## config.mk

```make
export PLATFORM = sky130hd
export DESIGN_NAME = thrcmp_top
export DESIGN_NICKNAME = d
export VERILOG_FILES = /design/src/rtl/thrcmp_pkg.sv /design/src/rtl/thrcmp_core.sv /design/src/rtl/thrcmp_pin_drive.sv /design/src/rtl/thrcmp_top.sv
export SDC_FILE = /design/constraint.sdc
export NUM_CORES = 1
export LEC_CHECK = 0
export ABC_AREA = 1
export BUFFER_PORTS_ARGS = -buffer_cell sky130_fd_sc_hd__buf_2
export CORE_UTILIZATION = 48
export CTS_CLUSTER_SIZE = 25
export DETAILED_ROUTE_END_ITERATION = 10
export PLACE_DENSITY = 0.85
export SETUP_SLACK_MARGIN = 0.3
export SLEW_MARGIN = 20
export SYNTH_ARGS = -nofsm -noshare
export SYNTH_HDL_FRONTEND = slang
export SYNTH_HIERARCHICAL = 1
export SYNTH_SLANG_ARGS = --single-unit
```

## constraint.sdc

```tcl
create_clock -name clk -period 2.7 [get_ports clk]
set_input_delay 0.81 -clock clk [delete_from_list [all_inputs] [get_ports clk]]
set_output_delay 0.81 -clock clk [all_outputs]
set_load 0.02 [all_outputs]
```

## src/rtl/thrcmp_pkg.sv

```systemverilog
package thrcmp_pkg;

    typedef enum logic [1:0] {
        MODE_PLAIN = 2'b00,
        MODE_HYST  = 2'b01,
        MODE_WIN   = 2'b10,
        MODE_BAD   = 2'b11
    } cmp_mode_e;

    typedef struct packed {
        logic res;
        logic err;
    } cmp_state_t;

    typedef struct packed {
        logic oe;
        logic dout;
    } pin_drive_t;

endpackage

```

## src/rtl/thrcmp_core.sv

```systemverilog
module thrcmp_core
    import thrcmp_pkg::*;
#(
    parameter int WIDTH = 8
) (
    input  logic             clk,
    input  logic             rst,
    input  logic             en,
    input  logic [1:0]       mode,
    input  logic [WIDTH-1:0] thr_level,
    input  logic [WIDTH-1:0] margin_hi,
    input  logic [WIDTH-1:0] margin_lo,
    input  logic [WIDTH-1:0] code_in,
    output logic             res,
    output logic             err
);

    cmp_state_t state_d, state_q;
    cmp_mode_e  mode_sel;
    logic       at_or_above_thr;
    logic       at_or_above_hi;
    logic       at_or_below_lo;
    logic       inside_win;

    always_comb begin
        mode_sel        = cmp_mode_e'(mode);
        at_or_above_thr = (code_in >= thr_level);
        at_or_above_hi  = (code_in >= margin_hi);
        at_or_below_lo  = (code_in <= margin_lo);
        inside_win      = (code_in > margin_lo) && (code_in < margin_hi);

        state_d = state_q;
        if (!en) begin
            state_d.res = 1'b0;
        end else begin
            unique case (mode_sel)
                MODE_PLAIN: state_d.res = at_or_above_thr;
                MODE_HYST: begin
                    if (at_or_above_hi) begin
                        state_d.res = 1'b1;
                    end else if (at_or_below_lo) begin
                        state_d.res = 1'b0;
                    end
                end
                MODE_WIN:  state_d.res = inside_win;
                MODE_BAD: begin
                    state_d.res = 1'b0;
                    state_d.err = 1'b1;
                end
                default:   state_d.res = 1'b0;
            endcase
        end
    end

    always_ff @(posedge clk) begin
        if (rst) begin
            state_q <= '0;
        end else begin
            state_q <= state_d;
        end
    end

    assign res = state_q.res;
    assign err = state_q.err;

    // plain-mode result follows the threshold test one edge later
    p_plain_mode_r6: assert property (@(posedge clk) disable iff (rst)
        (en && mode == 2'b00) |=> (res == $past(code_in >= thr_level)));

    // hysteresis set point
    p_hyst_set_r7: assert property (@(posedge clk) disable iff (rst)
        (en && mode == 2'b01 && code_in >= margin_hi) |=> res);

    // hysteresis hold inside the band
    p_hyst_hold_r7: assert property (@(posedge clk) disable iff (rst)
        (en && mode == 2'b01 && code_in < margin_hi && code_in > margin_lo)
        |=> (res == $past(res)));

    // window mode outside the bounds gives 0
    p_window_out_r8: assert property (@(posedge clk) disable iff (rst)
        (en && mode == 2'b10 && (code_in <= margin_lo || code_in >= margin_hi)) |=> !res);

    // illegal mode forces 0 and raises the error
    p_bad_mode_r9: assert property (@(posedge clk) disable iff (rst)
        (en && mode == 2'b11) |=> (!res && err));

    // error flag is sticky
    p_err_sticky_r9: assert property (@(posedge clk) disable iff (rst)
        err |=> err);

    // disabled comparator clears its result
    p_disabled_clear_r2: assert property (@(posedge clk) disable iff (rst)
        !en |=> !res);

endmodule

```

## src/rtl/thrcmp_pin_drive.sv

```systemverilog
module thrcmp_pin_drive
    import thrcmp_pkg::*;
(
    input  logic en,
    input  logic out_en,
    input  logic od_sel,
    input  logic inv_en,
    input  logic res,
    output logic pin_do,
    output logic pin_oe
);

    pin_drive_t drive_d;
    logic       level;
    logic       gated;

    always_comb begin
        level   = res ^ inv_en;
        gated   = en && out_en;
        drive_d = '0;
        if (gated) begin
            if (od_sel) begin
                drive_d.oe   = !level;
                drive_d.dout = 1'b0;
            end else begin
                drive_d.oe   = 1'b1;
                drive_d.dout = level;
            end
        end
    end

    assign pin_do = drive_d.dout;
    assign pin_oe = drive_d.oe;

endmodule

```

## src/rtl/thrcmp_top.sv

```systemverilog
module thrcmp_top
    import thrcmp_pkg::*;
#(
    parameter int WIDTH = 8
) (
    input  logic             clk,
    input  logic             rst,
    input  logic             cmp_en,
    input  logic             out_en,
    input  logic             od_sel,
    input  logic             inv_en,
    input  logic [1:0]       mode,
    input  logic [WIDTH-1:0] thr_level,
    input  logic [WIDTH-1:0] margin_hi,
    input  logic [WIDTH-1:0] margin_lo,
    input  logic [WIDTH-1:0] code_in,
    output logic             pin_do,
    output logic             pin_oe,
    output logic             status,
    output logic             cfg_err
);

    logic core_res;

    thrcmp_core #(.WIDTH(WIDTH)) u_core (
        .clk       (clk),
        .rst       (rst),
        .en        (cmp_en),
        .mode      (mode),
        .thr_level (thr_level),
        .margin_hi (margin_hi),
        .margin_lo (margin_lo),
        .code_in   (code_in),
        .res       (core_res),
        .err       (cfg_err)
    );

    thrcmp_pin_drive u_pin (
        .en     (cmp_en),
        .out_en (out_en),
        .od_sel (od_sel),
        .inv_en (inv_en),
        .res    (core_res),
        .pin_do (pin_do),
        .pin_oe (pin_oe)
    );

    assign status = core_res;

    // no drive unless both enables are set
    p_gated_release_r3: assert property (@(posedge clk) disable iff (rst)
        !(cmp_en && out_en) |-> (!pin_oe && !pin_do));

    // open-drain never drives a high level
    p_od_no_high_r5: assert property (@(posedge clk) disable iff (rst)
        od_sel |-> !(pin_oe && pin_do));

    // push-pull always drives when gated on
    p_pp_drives_r4: assert property (@(posedge clk) disable iff (rst)
        (cmp_en && out_en && !od_sel) |-> (pin_oe && (pin_do == (status ^ inv_en))));

endmodule

```

==> results.toml <==
[finish]
final_area_sq_mm = 0.00107
n_antenna_cell = 0
fill_cells = 136
drive_above_1_share_pct = 26.7
nNetsFinal = 253
layout.cells.non_filler = 203
multi_input_comb_area_sq_um = 614
area.growth.synth_to_final_pct = 31.7
seqCellArea_sq_um = 40.0

[place]
port_buffers = 43
placed_area_sq_mm = 0.00105
place.gp.congestion = 0.785
dp_cells = 200
dpl.hpwl_mm = 1.59

[clock_network]
clock_path_buffers = 2
clock_latency_ns = 0.21
clkSlewWorstSetupHoldPaths_ns = 0.03
cts_buffers = 3
htree_num_levels = 1
cts_root_buf = "clkbuf_4"
tritoncts = "done"
post_cts_buffers = 0
cts_resized = 0
hold_buffers = 0
cts.sinks = 2

[pwr]
peakVddDrop_mv = 0.130
powerDensity_mw_per_mm2 = 219
power_mw = 0.234
p_leak_nw = 0.772

[synth]
syn_nets = 205
synth_top_cell_area_share_pct = 37.0
syn_area_per_cell_sq_um = 5.76
synth_top_area_cell = "ha_1"
yosys-top-cells-area = "ha_1 (37%), nand2_1 (19%), inv_1 (19%)"
synth_cell_type_count = 13
synthCells = 141
yosys_warnings = 6
synth_seq_cells = 2
ys_seq_area_share_pct = 4.93
synth_area_sq_um = 812

[floorplan]
start_util_pct = 52.7
core-area_sq_mm = 0.00154
io_pins = 44
dieArea_sq_mm = 0.00186
rows = 14
die_w_microns = 43.1
die_y_microns = 43.1

[critical_path]
r2r-end = "u_core/res"
reg2reg_depth = 6
crit_path_max_fanout = 2
cp-endpoint = "pin_do"
required_ns = 1.89
cp_slowest_cell = "buf_2"
r2r_start = "u_core/res"
cp-startpoint = "cmp_en"
crit_type = "primary input to output pin"
start_kind = "primary input"
reg2reg_slack_ns = 1.85
worst_path_largest_cell_delay_ns = 0.16
end_kind = "output pin"
path_cells = "buf_2 -> nand2_1 -> inv_1 -> nand2_1 -> nor2_2 -> buf_2"
critPathArrivalTime_ns = 1.33

[drt]
vias_per_cell = 4.65
route.detailed.drc = 0
ant_nets = 0
routedWlPerCell_microns = 8.50
drt-met1-wl_microns = 715
wl_met3_microns = 125
wl_met2_microns = 851
top_layer_used = "met4"
drt-initial-drc-count = 22
drt-pass1-iter-count = 4
dr_total_vias = 943
routed_wl_mm = 1.73

[sta]
skew_ns = 0
min_period_ns = 2.14
setup-violations-final = 0
max_slew.worst_pin.slew_ns = 0.183
slew_viol_final = 0
finalHoldViolations = 0
hold_ws_ns = 0.455
fmax_ghz = 0.467
min_period_over_period_pct = 79.4
setup_tns_ns = 0
maxSlewHeadroom_pct = 87.8
rsz0062_at_grt = "false"

[status]
status = "finished, final reports clean"

[grt]
antenna_found_initial = 0
grt-ovfl-total = 0
grt_use_total_pct = 21.5
grt_max_degree = 6
grt_pass1_wl_mm = 3.13
grt_pass1_vias = 853

[worst_hold_path]
hold_depth = 2
holdCritStartpoint = "u_core/err"
min_path_type = "register to register"

[run]
maxCapViolCount = 0
## synth_stat cells (all sizes together)
cell and n:
a21o 2, a21oi 7, dfxtp 2, ha 24, inv 42, nand2 42
nand3 3, nand4 2, nor2 13, o21a 1, o21ai 3
## worst min-delay path by stage
| stage | to |
|---|---|
| global route | u_core/err |
| CTS | u_core/err |
| floorplan | u_core/err |
| finish | u_core/err |
| global placement | u_core/err |
| detailed placement | u_core/err |
## cell type report
class / count / area share (%)
clock buffer: 3 / 2.11
inverter: 42 / 14.7
tap: 16 / 1.87
multi-input combinational: 97 / 57.4
timing repair buffer: 43 / 20.1
sequential: 2 / 3.74
## layer usage
metal / vias up / GRT usage (%)
met2: 41 / 37.6
met4: 0 / 9.09
met1: 380 / 26.6
met3: 4 / 1.28
li1: 518 / -
met5: - / 0
## registers in the layout (all words and copies together) (netlist names)
| register | flops |
|---|---|
| u_core/err | 1 |
| u_core/res | 1 |
## stage by stage
stage / setup WS (ns) / utilization [%]
finish: 0.557 / 69.4
global route: 0.477 / 69.4
CTS: 0.547 / 69.4
detailed placement: 0.549 / 67.9
global placement: 0.580 / 67.9
floorplan: 0.707 / -
## critical path: cells and delay by family
| family | cells | cell delay, ns |
|---|---|---|
| buf+inv | 3 | 0.30 |
| simple gates | 3 | 0.21 |
## where the power goes
part           total (mW)  internal [mW]  switching [mW]
Sequential         0.0329         0.0315         0.00142
Combinational       0.140         0.0643          0.0753
Clock              0.0618         0.0487          0.0131
Total               0.234          0.144          0.0898
## cell families (layout without fill, tap and decap cells)
| group | count (synthesis) | in the layout | share of synthesized area, % |
|---|---|---|---|
| buffers and inverters | 42 | 88 | 19.4 |
| AND/OR/NAND/NOR | 60 | 60 | 29.7 |
| adder cells (fa/ha/maj) | 24 | 24 | 37.0 |
| AO/OA/AOI/OAI | 13 | 13 | 8.94 |
| flip-flops | 2 | 2 | 4.93 |
## placed cells by master, fill, tap and decap left out
cell type  instances
nand4_1            2
ha_1              24
dfxtp_1            2
o21a_1             1
buf_2             43
nand2_1           42
clkbuf_4           3
a21o_1             2
inv_1             41
nor2_2             3
o21ai_0            3
inv_2              1
nand3_1            3
a21oi_1            7
nor2_1            10
No activity file was read; power rests on OpenSTA's default activity.
